### src/rtl/pwr_state_pkg.sv
package pwr_state_pkg;

  localparam int WAKE_W = 5;

  typedef enum logic [2:0] {
    PS_NORMAL   = 3'd0,
    PS_HALT     = 3'd1,
    PS_EH_ENTER = 3'd2,
    PS_EH       = 3'd3,
    PS_EH_EXIT  = 3'd4,
    PS_STOPGNT  = 3'd5
  } pstate_e;

  // ratio stub is busy: first step of entry, second step of exit
  function automatic logic f_ratio_step(pstate_e st, logic ph);
    return (st == PS_EH_ENTER && !ph) || (st == PS_EH_EXIT && ph);
  endfunction

  // voltage stub is busy: second step of entry, first step of exit
  function automatic logic f_vid_step(pstate_e st, logic ph);
    return (st == PS_EH_ENTER && ph) || (st == PS_EH_EXIT && !ph);
  endfunction

  // the done strobe that counts for the step in progress
  function automatic logic f_step_done(pstate_e st, logic ph, logic rdone, logic vdone);
    return (f_ratio_step(st, ph) && rdone) || (f_vid_step(st, ph) && vdone);
  endfunction

  function automatic logic f_transit(pstate_e st);
    return (st == PS_EH_ENTER) || (st == PS_EH_EXIT);
  endfunction

endpackage

### src/rtl/pwr_wake_merge.sv
module pwr_wake_merge
  import pwr_state_pkg::*;
#(
  parameter int SRC_W = WAKE_W
) (
  input  logic             clk,
  input  logic             rst_n,
  input  logic [SRC_W-1:0] wake_src,
  input  pstate_e          st,
  input  logic             leave_entry,
  output logic             wake_any,
  output logic             wake_pend
);

  logic pend_q;

  assign wake_any  = |wake_src;
  assign wake_pend = pend_q;

  always_ff @(posedge clk or negedge rst_n) begin
    if (!rst_n) begin
      pend_q <= 1'b0;
    end else if (st == PS_EH_ENTER && !leave_entry) begin
      pend_q <= pend_q | wake_any;
    end else begin
      pend_q <= 1'b0;
    end
  end

  // a held wake only exists while entry is under way
  p_pend_in_entry_r10: assert property (@(posedge clk) disable iff (!rst_n)
    wake_pend |-> st == PS_EH_ENTER);

endmodule

### src/rtl/pwr_seq_fsm.sv
module pwr_seq_fsm
  import pwr_state_pkg::*;
(
  input  logic    clk,
  input  logic    rst_n,
  input  logic    all_halt,
  input  logic    ehalt_en,
  input  logic    wake_any,
  input  logic    wake_pend,
  input  logic    stpclk_req,
  input  logic    sg_fin,
  input  logic    ratio_done,
  input  logic    vid_done,
  output pstate_e st_o,
  output logic    leave_entry,
  output logic    ev_cap,
  output logic    ev_vid_low,
  output logic    ev_vid_rest,
  output logic    ev_ratio_rest,
  output logic    track_en,
  output logic    ratio_req,
  output logic    vid_req,
  output logic    snoop_ok
);

  pstate_e st_q, st_d;
  logic    ph_q, ph_d;
  logic    step_done;

  assign step_done = f_step_done(st_q, ph_q, ratio_done, vid_done);

  always_comb begin
    st_d          = st_q;
    ph_d          = ph_q;
    ev_cap        = 1'b0;
    ev_vid_low    = 1'b0;
    ev_vid_rest   = 1'b0;
    ev_ratio_rest = 1'b0;
    unique case (st_q)
      PS_NORMAL: begin
        if (all_halt && !wake_any) begin
          if (ehalt_en) begin
            st_d   = PS_EH_ENTER;
            ph_d   = 1'b0;
            ev_cap = 1'b1;
          end else begin
            st_d = PS_HALT;
          end
        end
      end
      PS_HALT: begin
        if (wake_any)        st_d = PS_NORMAL;
        else if (stpclk_req) st_d = PS_STOPGNT;
      end
      PS_STOPGNT: begin
        if (!stpclk_req && sg_fin) st_d = PS_HALT;
      end
      PS_EH_ENTER: begin
        if (step_done) begin
          if (!ph_q) begin
            ph_d       = 1'b1;
            ev_vid_low = 1'b1;
          end else if (wake_pend || wake_any) begin
            st_d        = PS_EH_EXIT;
            ph_d        = 1'b0;
            ev_vid_rest = 1'b1;
          end else begin
            st_d = PS_EH;
          end
        end
      end
      PS_EH: begin
        if (wake_any) begin
          st_d        = PS_EH_EXIT;
          ph_d        = 1'b0;
          ev_vid_rest = 1'b1;
        end
      end
      PS_EH_EXIT: begin
        if (step_done) begin
          if (!ph_q) begin
            ph_d          = 1'b1;
            ev_ratio_rest = 1'b1;
          end else begin
            st_d = PS_NORMAL;
          end
        end
      end
      default: st_d = PS_NORMAL;
    endcase
  end

  always_ff @(posedge clk or negedge rst_n) begin
    if (!rst_n) begin
      st_q <= PS_NORMAL;
      ph_q <= 1'b0;
    end else begin
      st_q <= st_d;
      ph_q <= ph_d;
    end
  end

  assign st_o        = st_q;
  assign leave_entry = (st_q == PS_EH_ENTER) && (st_d != PS_EH_ENTER);
  assign track_en    = (st_q == PS_NORMAL);
  assign ratio_req   = f_ratio_step(st_q, ph_q);
  assign vid_req     = f_vid_step(st_q, ph_q);
  assign snoop_ok    = !f_transit(st_q);

  // a partial halt keeps the core running
  p_partial_halt_r1: assert property (@(posedge clk) disable iff (!rst_n)
    (st_q == PS_NORMAL && !all_halt) |=> st_q == PS_NORMAL);

  // a wake in plain halt returns to normal
  p_wake_halt_r5: assert property (@(posedge clk) disable iff (!rst_n)
    (st_q == PS_HALT && wake_any) |=> st_q == PS_NORMAL);

  // stop-grant returns to halt, never to normal
  p_sg_return_r7: assert property (@(posedge clk) disable iff (!rst_n)
    (st_q == PS_STOPGNT && !stpclk_req && sg_fin) |=> st_q == PS_HALT);

  p_sg_no_wake_r7: assert property (@(posedge clk) disable iff (!rst_n)
    (st_q == PS_STOPGNT && stpclk_req) |=> st_q == PS_STOPGNT);

  // snoops stay allowed in both halt flavours
  p_snoop_halt_r9: assert property (@(posedge clk) disable iff (!rst_n)
    (st_q == PS_HALT || st_q == PS_EH) |-> snoop_ok);

  // held wake sends entry completion straight into exit
  p_pend_exit_r10: assert property (@(posedge clk) disable iff (!rst_n)
    (st_q == PS_EH_ENTER && vid_req && vid_done && wake_pend) |=> st_q == PS_EH_EXIT);

  // only one stub is ever asked at a time
  p_one_req_r12: assert property (@(posedge clk) disable iff (!rst_n)
    !(ratio_req && vid_req));

endmodule

### src/rtl/pwr_op_point.sv
module pwr_op_point #(
  parameter int              RATIO_W   = 5,
  parameter int              VID_W     = 6,
  parameter logic [RATIO_W-1:0] LOW_RATIO = 5'd6,
  parameter logic [VID_W-1:0]   LOW_VID   = 6'd20,
  parameter logic [RATIO_W-1:0] RST_RATIO = 5'd12,
  parameter logic [VID_W-1:0]   RST_VID   = 6'd30
) (
  input  logic               clk,
  input  logic               rst_n,
  input  logic [RATIO_W-1:0] nom_ratio,
  input  logic [VID_W-1:0]   nom_vid,
  input  logic               ev_cap,
  input  logic               ev_vid_low,
  input  logic               ev_vid_rest,
  input  logic               ev_ratio_rest,
  input  logic               track_en,
  output logic [RATIO_W-1:0] ratio_sel,
  output logic [VID_W-1:0]   vid_sel
);

  logic [RATIO_W-1:0] ratio_q, ratio_save_q;
  logic [VID_W-1:0]   vid_q, vid_save_q;

  always_ff @(posedge clk or negedge rst_n) begin
    if (!rst_n) begin
      ratio_q      <= RST_RATIO;
      vid_q        <= RST_VID;
      ratio_save_q <= RST_RATIO;
      vid_save_q   <= RST_VID;
    end else if (ev_cap) begin
      ratio_save_q <= ratio_q;
      vid_save_q   <= vid_q;
      ratio_q      <= LOW_RATIO;
    end else if (ev_vid_low) begin
      vid_q <= LOW_VID;
    end else if (ev_vid_rest) begin
      vid_q <= vid_save_q;
    end else if (ev_ratio_rest) begin
      ratio_q <= ratio_save_q;
    end else if (track_en) begin
      ratio_q <= nom_ratio;
      vid_q   <= nom_vid;
    end
  end

  assign ratio_sel = ratio_q;
  assign vid_sel   = vid_q;

  // the voltage drops only once the ratio is already low
  p_vid_after_ratio_r3: assert property (@(posedge clk) disable iff (!rst_n)
    ev_vid_low |-> ratio_q == LOW_RATIO);

  // the ratio comes back only once the voltage is restored
  p_ratio_after_vid_r4: assert property (@(posedge clk) disable iff (!rst_n)
    ev_ratio_rest |-> vid_q == vid_save_q);

  // captured values are not disturbed between capture and restore
  p_save_stable_r11: assert property (@(posedge clk) disable iff (!rst_n)
    !ev_cap |=> $stable(ratio_save_q) && $stable(vid_save_q));

endmodule

### src/rtl/pwr_sg_ack.sv
module pwr_sg_ack
  import pwr_state_pkg::*;
#(
  parameter int NUM_THREADS = 2
) (
  input  logic                   clk,
  input  logic                   rst_n,
  input  pstate_e                st,
  output logic [NUM_THREADS-1:0] ack,
  output logic                   sg_fin
);

  localparam int CNT_W = $clog2(NUM_THREADS + 1);
  localparam logic [CNT_W-1:0] CNT_MAX  = CNT_W'(NUM_THREADS);
  localparam logic [CNT_W-1:0] CNT_LAST = CNT_W'(NUM_THREADS - 1);

  logic [CNT_W-1:0] cnt_q;
  logic             in_sg;

  assign in_sg = (st == PS_STOPGNT);

  always_ff @(posedge clk or negedge rst_n) begin
    if (!rst_n)               cnt_q <= '0;
    else if (!in_sg)          cnt_q <= '0;
    else if (cnt_q < CNT_MAX) cnt_q <= cnt_q + 1'b1;
  end

  for (genvar i = 0; i < NUM_THREADS; i++) begin : g_ack
    assign ack[i] = in_sg && (cnt_q == CNT_W'(i));
  end

  assign sg_fin = in_sg && (cnt_q >= CNT_LAST);

  // at most one thread acknowledged per cycle
  p_ack_onehot_r8: assert property (@(posedge clk) disable iff (!rst_n)
    $onehot0(ack));

  p_ack_no_repeat_r8: assert property (@(posedge clk) disable iff (!rst_n)
    (|ack) |=> ack != $past(ack));

endmodule

### src/rtl/pwr_state_ctrl.sv
module pwr_state_ctrl
  import pwr_state_pkg::*;
#(
  parameter int                 NUM_THREADS = 2,
  parameter int                 RATIO_W     = 5,
  parameter int                 VID_W       = 6,
  parameter logic [RATIO_W-1:0] LOW_RATIO   = 5'd6,
  parameter logic [VID_W-1:0]   LOW_VID     = 6'd20,
  parameter logic [RATIO_W-1:0] RST_RATIO   = 5'd12,
  parameter logic [VID_W-1:0]   RST_VID     = 6'd30
) (
  input  logic                   clk,
  input  logic                   rst_n,
  input  logic [NUM_THREADS-1:0] thread_halt,
  input  logic                   ehalt_en,
  input  logic [WAKE_W-1:0]      wake_src,
  input  logic                   stpclk_req,
  input  logic [RATIO_W-1:0]     nom_ratio,
  input  logic [VID_W-1:0]       nom_vid,
  input  logic                   ratio_done,
  input  logic                   vid_done,
  output logic [RATIO_W-1:0]     ratio_sel,
  output logic                   ratio_req,
  output logic [VID_W-1:0]       vid_sel,
  output logic                   vid_req,
  output logic [NUM_THREADS-1:0] sg_ack,
  output logic                   snoop_ok,
  output logic [2:0]             pstate
);

  pstate_e st;
  logic    all_halt, wake_any, wake_pend, leave_entry, sg_fin;
  logic    ev_cap, ev_vid_low, ev_vid_rest, ev_ratio_rest, track_en;

  assign all_halt = &thread_halt;

  pwr_wake_merge #(.SRC_W(WAKE_W)) u_wake (
    .clk(clk), .rst_n(rst_n), .wake_src(wake_src), .st(st),
    .leave_entry(leave_entry), .wake_any(wake_any), .wake_pend(wake_pend)
  );

  pwr_seq_fsm u_fsm (
    .clk(clk), .rst_n(rst_n), .all_halt(all_halt), .ehalt_en(ehalt_en),
    .wake_any(wake_any), .wake_pend(wake_pend), .stpclk_req(stpclk_req),
    .sg_fin(sg_fin), .ratio_done(ratio_done), .vid_done(vid_done),
    .st_o(st), .leave_entry(leave_entry), .ev_cap(ev_cap),
    .ev_vid_low(ev_vid_low), .ev_vid_rest(ev_vid_rest),
    .ev_ratio_rest(ev_ratio_rest), .track_en(track_en),
    .ratio_req(ratio_req), .vid_req(vid_req), .snoop_ok(snoop_ok)
  );

  pwr_op_point #(
    .RATIO_W(RATIO_W), .VID_W(VID_W), .LOW_RATIO(LOW_RATIO),
    .LOW_VID(LOW_VID), .RST_RATIO(RST_RATIO), .RST_VID(RST_VID)
  ) u_op (
    .clk(clk), .rst_n(rst_n), .nom_ratio(nom_ratio), .nom_vid(nom_vid),
    .ev_cap(ev_cap), .ev_vid_low(ev_vid_low), .ev_vid_rest(ev_vid_rest),
    .ev_ratio_rest(ev_ratio_rest), .track_en(track_en),
    .ratio_sel(ratio_sel), .vid_sel(vid_sel)
  );

  pwr_sg_ack #(.NUM_THREADS(NUM_THREADS)) u_sg (
    .clk(clk), .rst_n(rst_n), .st(st), .ack(sg_ack), .sg_fin(sg_fin)
  );

  assign pstate = st;

  // plain halt never touches the operating point
  p_plain_halt_r2: assert property (@(posedge clk) disable iff (!rst_n)
    (pstate == 3'd1 && $past(pstate) == 3'd1) |-> $stable(ratio_sel) && $stable(vid_sel));

  // while the voltage is being lowered the ratio is already low
  p_entry_order_r3: assert property (@(posedge clk) disable iff (!rst_n)
    (pstate == 3'd2 && vid_req) |-> ratio_sel == LOW_RATIO);

  // while the voltage is being restored the ratio stays low
  p_exit_order_r4: assert property (@(posedge clk) disable iff (!rst_n)
    (pstate == 3'd4 && vid_req) |-> ratio_sel == LOW_RATIO);

  // acknowledges appear only in stop-grant
  p_ack_state_r8: assert property (@(posedge clk) disable iff (!rst_n)
    (|sg_ack) |-> pstate == 3'd5);

endmodule

### config.mk
export PLATFORM = sky130hd
export DESIGN_NAME = pwr_state_ctrl
export DESIGN_NICKNAME = d
export VERILOG_FILES = /design/src/rtl/pwr_state_pkg.sv /design/src/rtl/pwr_wake_merge.sv /design/src/rtl/pwr_seq_fsm.sv /design/src/rtl/pwr_op_point.sv /design/src/rtl/pwr_sg_ack.sv /design/src/rtl/pwr_state_ctrl.sv
export SDC_FILE = /design/constraint.sdc
export NUM_CORES = 1
export LEC_CHECK = 0
export CAP_MARGIN = 40
export CORE_MARGIN = 1
export CORE_UTILIZATION = 40
export DETAILED_ROUTE_END_ITERATION = 10
export GPL_TIMING_DRIVEN = 1
export PLACE_DENSITY_LB_ADDON = 0.2
export SLEW_MARGIN = 20
export SYNTH_ARGS = -nofsm -noshare
export SYNTH_HDL_FRONTEND = slang
export SYNTH_SLANG_ARGS = --single-unit
### constraint.sdc
create_clock -name clk -period 3.6 [get_ports clk]
set_input_delay 0.72 -clock clk [delete_from_list [all_inputs] [get_ports clk]]
set_output_delay 0.72 -clock clk [all_outputs]
set_load 0.02 [all_outputs]
== Yosys cells after proc, flatten, opt, wreduce, memory -nomap -nowiden ==
Cells that the tools add are included.
Storage, ports and cells
  memory bits (writable): 0
  memory bits (read-only): 0
  memories: 0
  bits in registers: 29
  bits in latches: 0
Operators by class
  $lt $le $gt $ge: 2
  multiply operators: 0
  divide/modulo/power cells: 0
  shift operators: 0
  add/sub/neg operators: 1
  bitwise gates (word level): 2
  multiplexer cells: 44
  eq/ne operators: 16
  reduce and logical (&&, ||, !) cells: 33
Operators with widths (number)
  3-bit 2-to-1 mux: 10
  5-bit 2-to-1 mux: 5
  6-bit 2-to-1 mux: 4
  1-bit 2-to-1 mux: 19
  3-bit case mux with 6 select lines: 1
  1-bit logical AND: 13
  2-bit by 1-bit inequality test with 1-bit output (second input constant): 4
  2-bit inequality test (second input constant): 4
  3-bit by 2-bit equality test with 1-bit output (second input constant): 2
  3-bit equality test (second input constant): 2
  2-bit 2-to-1 mux: 3
  3-bit AND reduction: 2
  6-bit AND reduction: 1
  3-bit nonzero test: 2
  1-bit logical NOT: 5
  1-bit logical OR: 5
  5-bit OR reduction: 1
  1-bit case mux with 4 select lines: 1
  4-bit nonzero test: 1
  3-bit by 1-bit equality test with 1-bit output (second input constant): 1
  3-bit logical NOT: 1
  3-bit by 2-bit inequality test with 1-bit output (second input constant): 1
  3-bit inequality test (second input constant): 1
  2-bit by 1-bit adder with 2-bit output (second input constant): 1
  other kinds (8): 8

== Logic depth before layout (Yosys ltp) ==
Gate-level depths: netlist of the first run.
  word-level depth: 12
  mapped depth: 6
  gate-level depth less buffers: 5

== By module ==
A second synthesis of the first run with hierarchy kept.
Unflattened totals
  cells, all modules: 163
  area, all modules: 1731.7 um2
Modules (own cells, without submodules)
  pwr_op_point: area each 1069.8 um2, cells each 79, instances 1
  pwr_seq_fsm: area each 445.4 um2, cells each 60, instances 1
  pwr_sg_ack: area each 153.9 um2, cells each 17, instances 1
  pwr_wake_merge: area each 56.3 um2, cells each 6, instances 1
  pwr_state_ctrl: area each 6.3 um2, cells each 1, instances 1

== Worst setup path before layout of the first run ==
OpenSTA, ideal clock, no wires.
  path type: input -> register
  start point: in wake_src[1]
  end point: reg u_op.vid_save_q[5]
  setup slack: 1.102 ns
  buffers on the path: 2
  stages: 6
  data required time: 3.475 ns
  arrival time: 2.374 ns
  path through: or4_4 or2_1 buf_6 nor3_4 buf_6 mux2_2
Between the ends
  longest elaborated chain between the ends: 5
RTL lines
  start, declared: RTL line pwr_state_ctrl.sv:16  | input logic [WAKE_W-1:0] wake_src,
  5-bit OR reduction: RTL line pwr_wake_merge.sv:17  | assign wake_any = |wake_src;
  1-bit logical NOT: RTL line pwr_seq_fsm.sv:41  | if (all_halt && !wake_any) begin
  1-bit logical AND: RTL line pwr_seq_fsm.sv:41
  1-bit 2-to-1 mux: RTL line pwr_seq_fsm.sv:41
  1-bit 2-to-1 mux: RTL line pwr_seq_fsm.sv:39  | unique case (st_q)
  end signal, assigned: RTL line pwr_op_point.sv:33  | vid_save_q <= vid_q;
  end, declared: RTL line pwr_op_point.sv:23  | logic [VID_W-1:0] vid_q, vid_save_q;
No other way between the ends.
A chain may end at the register's enable or synchronous reset.

== Worst setup path after layout of the first run ==
  start point: reg u_fsm.st_q[2], in the netlist u_fsm.st_o[2]
  end point: out sg_ack[1]
Between the ends
  longest elaborated chain between the ends: 2
RTL lines
  start, declared: RTL line pwr_seq_fsm.sv:26  | pstate_e st_q, st_d;
  start signal, assigned: RTL line pwr_seq_fsm.sv:98  | st_q <= st_d;
  3-bit equality test: RTL line pwr_sg_ack.sv:20  | assign in_sg = (st == PS_STOPGNT);
  1-bit logical AND: RTL line pwr_sg_ack.sv:29  | assign ack[i] = in_sg && (cnt_q == CNT_W'(i));
  end, declared: RTL line pwr_state_ctrl.sv:26  | output logic [NUM_THREADS-1:0] sg_ack,
No other way between the ends.

==> impl_metrics.yaml, run 1 <==
sta:
  hold_ws_ps: 500.2
  skew_ps: 5.843
  fmax_mhz: 333.1
  min_period_ps: 3002
  slew_viol_final: 0
  relSlewSlack: 0.4562
  setup_slack_ps: 597.8
  setup_violations: 0
  tightest_slew_ps: 809.4
  finalCritPeriodShare: 0.8339
  grt_setup_unrepaired: "false"
  tns_ps: 0
  hold_viol_final: 0
route:
  wl_per_cell_um: 14.62
  top_layer_used: "met4"
  drc: 0
  wirelength_um: 3669
  num_vias: 1374
  drt_pass1_iterations: 4
  drt_iter0_drc: 59
  m1WireLength_um: 1809
  avgViaCountPerCell: 5.474
  ant_nets: 0
  wl_met3_um: 220
  wl_met2_um: 1609
logic_synthesis:
  synth_cells: 156
  ys_seq_elements: 29
  ys_top_cells_by_area: "dfrtp_1 27%, dfstp_2 20%, mux2_2 9.1%"
  synthTopCellsByCount: "18 x nor2_1, 17 x dfrtp_1, 13 x mux2_2"
  netlist-cell-type-count: 40
  synth_nets: 183
  synth-edff-count: 0
  synth.most_common_cell: "nor2_1"
  ys_warn_count: 0
  synthFlopType: "dfrtp_1"
  ys_seq_area_frac: 0.4618
  postSynth.asyncResetShare: 1.000
  syn_area_um2: 1604
  avgSynthCellArea_um2: 10.28
  yosys.area.top_type_share: 0.2652
  yosysTopAreaCell: "dfrtp_1"
power:
  vdd_drop_max_v: 0.0002011
  power.total_mw: 1.210
  powerDensity_nw_per_um2: 560.4
  p_leak_nw: 0.8954
worst_setup_path:
  crit_type: "flop to output pin"
  worstSetupStartpointType: "flop"
  cp.required_ps: 2880
  crit_fanout: 14
  crit_arrival_ps: 2280
  end_kind: "output pin"
status:
  status: "complete, no violations"
cts:
  cts_tree: "yes"
  htree_levels: 2
  postCtsHoldBufs: 0
  clock_path_buffers: 2
  clk_pin_slew_ps: 60
  clock_sinks: 29
  cts_root_buf: "clkbuf_8"
  clock_latency_ps: 280
  postCtsSetupRepairBufs: 0
  post_cts_resized: 0
  cts_buffers: 5
finish:
  drive_gt1_frac: 0.2069
  n_fill_cell: 352
  n_antenna_cell: 0
  area_delta_synth_final_pct: 34.63
  multi_input_area_um2: 799.5
  seqCellArea_um2: 740.7
  fin_area_um2: 2160
  fin_nets: 229
place:
  pre_cts_ws_ps: 685.2
  gp_congestion: 0.8667
  dp_hpwl_um: 2641
  portBuffers: 42
  dpl_cell_area_um2: 2077
global_route:
  grt_usage: 0.1923
  grt_overflow: 0
  grt_max_degree: 30
  first_global_vias: 1282
  antenna_found_initial: 0
  grt_pass1_wl_um: 6161
die:
  die_w_um: 65.33
  dieArea_um2: 4267
  die_h_um: 65.33
  core_area_um2: 3744
  rows: 22
  initial_utilization: 0.4285
  top_level_ports: 43
flow_run:
  drv_cap: 0
hold_path:
  hp-class: "flop to flop"
## per-stage QoR
step | cells | util
finish | 251 | 0.5769
CTS | 251 | 0.5769
detailed placement | 243 | 0.5548
global placement | 243 | 0.5548
floorplan | 156 | -
global route | 251 | 0.5769
## critical path: stages, from the launching register on
cell	delay, ps
dfrtp_1	600
nor2b_1	540
and3_1	260
clkdlybuf4s50_1	610
## power by group
group	total, mW	internal [mW]	switching (mW)	leakage, nW
Combinational	0.457	0.237	0.221	0.503
Sequential	0.498	0.418	0.0808	0.348
Clock	0.255	0.134	0.121	0.0450
## sequential cells by signal (all words and copies together) (netlist names)
name,cells
u_fsm.ph_q,1
u_fsm.st_o,3
u_op.ratio_save_q,5
u_op.ratio_sel,5
u_op.vid_save_q,6
u_op.vid_sel,6
u_sg.cnt_q,2
u_wake.wake_pend,1
## final cells by class
type | count | share of cell area
multi-input combinational | 114 | 0.3702
sequential | 29 | 0.3430
timing repair buffer | 47 | 0.2121
clock buffer | 6 | 0.03360
tap | 48 | 0.02781
inverter | 5 | 0.008691
clock inverter | 2 | 0.004635
## metal layers
metal	global-route usage	vias up
li1	-	657
met1	0.2650	664
met2	0.2925	46
met3	0.05903	7
met4	0.04891	0
met5	0	-
## cells by family after synthesis
kind of cell | count (synthesis) | share of synthesized area
compound gates | 39 | 0.1724
xor+xnor | 1 | 0.005461
fa+ha+maj | 3 | 0.02340
buf+inv | 13 | 0.03978
flops | 29 | 0.4618
mux | 21 | 0.1412
simple gates | 50 | 0.1560
## cell usage in the layout (no fill, tap or decap), types with 2 or more instances in the layout
| cell | n |
|---|---|
| clkdlybuf4s50_1 | 42 |
| nor2_1 | 18 |
| dfrtp_1 | 17 |
| mux2_2 | 13 |
| dfstp_2 | 12 |
| nand2_1 | 11 |
| mux2i_1 | 8 |
| o21ai_0 | 8 |
| a21oi_1 | 6 |
| inv_1 | 5 |
| clkbuf_8 | 5 |
| buf_4 | 5 |
| a22oi_1 | 4 |
| a211oi_1 | 4 |
| nor2b_1 | 3 |
| nand2b_1 | 3 |
| nor3_1 | 3 |
| nand3_1 | 3 |
| and3_1 | 3 |
| o22ai_1 | 3 |
| ha_1 | 3 |
| or3_1 | 2 |
| a31oi_1 | 2 |
| clkinv_2 | 2 |
## final timing paths
kind,startpoint,depth (start not counted),end,slack (ps)
setup / recovery,u_fsm.st_o[2]$_DFF_PN0_,3,sg_ack[1],600
max in group asynchronous,rst_n,2,u_op.vid_sel[1]$_DFFE_PN1P_,2460
min in group asynchronous,rst_n,2,u_op.vid_save_q[0]$_DFFE_PN0P_,830
hold / removal,u_op.ratio_sel[3]$_DFFE_PN1P_,2,u_op.ratio_sel[3]$_DFFE_PN1P_,500
hold reg to reg,u_op.ratio_sel[3]$_DFFE_PN1P_,2,u_op.ratio_sel[3]$_DFFE_PN1P_,500
setup reg to reg,u_fsm.st_o[0]$_DFF_PN0_,6,u_op.vid_sel[4]$_DFFE_PN1P_,1350
Note: power is estimated with default switching activity, not from simulation.
==> run 2: changes to the inputs <==
- clock period: 3.6 -> 2.6 ns (I/O delays scaled with it)
==> run 2 against run 1 <==
Sequential share of layout area decreased by 1.7 points. Die area unchanged. Register-to-register slack lost 760 ps. Setup slack got worse by 480 ps. Total power is 58% higher. Via count increased by 1.9%. Sequential power is 32% higher. Clock skew decreased by 5.1 ps. First-iteration DRC count up 8.5%. Clock power is 120% higher.
==> impl_metrics.yaml, run 2 (synthesis results as in run 1) <==
place:
  gp_congestion: 0.8347
  dp_hpwl_um: 2803
  dpl_cell_area_um2: 2137
  pre_cts_ws_ps: -47.19
  portBuffers: 42
  place_inst: 251
die:
  initial_utilization: 0.4285
  top_level_ports: 43
  core_area_um2: 3744
  die_w_um: 65.33
  dieArea_um2: 4267
  rows: 22
  die_h_um: 65.33
sta:
  tightest_slew_ps: 367.8
  setup_violations: 0
  hold_viol_final: 0
  slew_viol_final: 0
  skew_ps: 0.7143
  grt_setup_unrepaired: "false"
  min_period_ps: 2479
  relSlewSlack: 0.7548
  setup_slack_ps: 121.1
  fmax_mhz: 403.4
  finalCritPeriodShare: 0.9534
  tns_ps: 0
worst_setup_path:
  crit_arrival_ps: 1960
  crit_fanout: 10
  cp.required_ps: 2080
  worst_path_dominant_cell_family: "buffers and inverters"
  worst-path-buf-inv: 1
  rr_startpoint: "u_fsm.st_o[0]$_DFF_PN0_"
  reg2reg_depth: 5
  max_stage_delay_ps: 630
  cp_slowest_cell: "clkdlybuf4s50_1"
  r2r_setup_slack_ps: 590
  crit_type: "flop to output pin"
  end_kind: "output pin"
  worstSetupStartpointType: "flop"
  cp_cell_sequence: "or3_1, a21oi_1, clkdlybuf4s50_1"
  r2r_end: "u_op.ratio_save_q[0]$_DFFE_PN0P_"
global_route:
  antenna_found_initial: 0
  grt_util_met2: 0.3286
  busiest_layer: "met2"
  grt_overflow: 0
  first_global_vias: 1392
  grt_max_degree: 30
  grt_pass1_wl_um: 6396
  met3_usage: 0.05208
  grtUsageMet1: 0.2564
  grt_usage: 0.1972
cts:
  cts_root_buf: "clkbuf_8"
  clock_latency_ps: 270
  clock_sinks: 29
  cts_tree: "yes"
  htree_levels: 2
  clk_pin_slew_ps: 60
  cts_buffers: 5
  postCtsHoldBufs: 0
  post_cts_resized: 0
  postCtsSetupRepairBufs: 0
  clock_path_buffers: 2
power:
  power.total_mw: 1.911
  vdd_drop_max_v: 0.0004073
  p_leak_nw: 0.9562
  powerDensity_nw_per_um2: 839.3
finish:
  final_cells: 259
  n_fill_cell: 316
  n_antenna_cell: 0
  fin_nets: 237
  layout_commonest_cell: "clkdlybuf4s50_1"
  area_delta_synth_final_pct: 41.97
  drive_gt1_frac: 0.2559
  mostFrequentLayoutCells: "42 x clkdlybuf4s50_1, 18 x nor2_1, 16 x dfrtp_1"
  fin_area_um2: 2277
hold_path:
  hold_path_end: "u_op.ratio_sel[3]$_DFFE_PN1P_"
  holdPathStages: 2
  hp-start: "u_op.ratio_sel[3]$_DFFE_PN1P_"
  hp-class: "flop to flop"
route:
  wl_per_cell_um: 14.05
  ant_nets: 0
  num_vias: 1400
  drc: 0
  drt_pass1_iterations: 5
  avgViaCountPerCell: 5.405
  drt_iter0_drc: 64
  wirelength_um: 3638
flow_run:
  drv_cap: 0
status:
  status: "complete, no violations"
==> run 2: changes by cell type in the layout (fill, tap and decap cells not counted), sizes merged <==
cell and delta:
buf +8, bufinv +2, clkbuf -1, clkinv -1
==> run 2: cell type report <==
| cell class | instances | area (um2) | area share |
|---|---|---|---|
| sequential | 29 | 742.0 | 0.3258 |
| tap | 48 | 60.06 | 0.02637 |
| clock inverter | 3 | 65.06 | 0.02857 |
| inverter | 5 | 18.77 | 0.008242 |
| timing repair buffer | 55 | 518.0 | 0.2275 |
| clock buffer | 5 | 68.82 | 0.03022 |
| multi-input combinational | 114 | 804.5 | 0.3533 |
==> run 2: where the power goes <==
| group | leakage, nW | internal [mW] | total [mW] | switching (mW) |
|---|---|---|---|---|
| clock | 0.0681 | 0.380 | 0.549 | 0.169 |
| sequential | 0.346 | 0.579 | 0.656 | 0.0776 |
| combinational | 0.542 | 0.362 | 0.706 | 0.344 |
==> run 2: worst max-delay path by stage <==
stage	start	endpoint	slack [ps]	depth (start not counted)
after CTS	u_fsm.st_o[2]$_DFF_PN0_	sg_ack[0]	40	3
final	u_fsm.st_o[2]$_DFF_PN0_	ratio_req	120	3
after floorplan	wake_src[1]	u_op.vid_save_q[5]$_DFFE_PN0P_	300	6
after detailed placement	wake_src[1]	u_op.vid_sel[1]$_DFFE_PN1P_	-50	7
after global routing	u_fsm.st_o[2]$_DFF_PN0_	ratio_req	60	3
after global placement	wake_src[1]	u_op.vid_save_q[5]$_DFFE_PN0P_	10	6
==> run 2: worst min-delay path: stages (launching register included) <==
cell	delay (ps)
dfstp_2	380
nand2_1	40
o21ai_0	80
==> run 2: stage by stage <==
| stage | util | hold slack [ps] |
|---|---|---|
| 5_1_grt | 0.6083 | 527.3 |
| 3_3_place_gp | 0.5709 | 489.5 |
| 3_5_place_dp | 0.5709 | 498.0 |
| 4_1_cts | 0.6066 | 512.8 |
| 6_report | 0.6083 | 507.3 |
| 2_1_floorplan | - | 224.4 |
==> run 2: metal layers <==
| metal | routed length (um) | vias to the layer above |
|---|---|---|
| li1 | - | 676 |
| met1 | 1668 | 671 |
| met2 | 1770 | 51 |
| met3 | 185 | 2 |
| met4 | 13 | 0 |
| met5 | 0 | - |
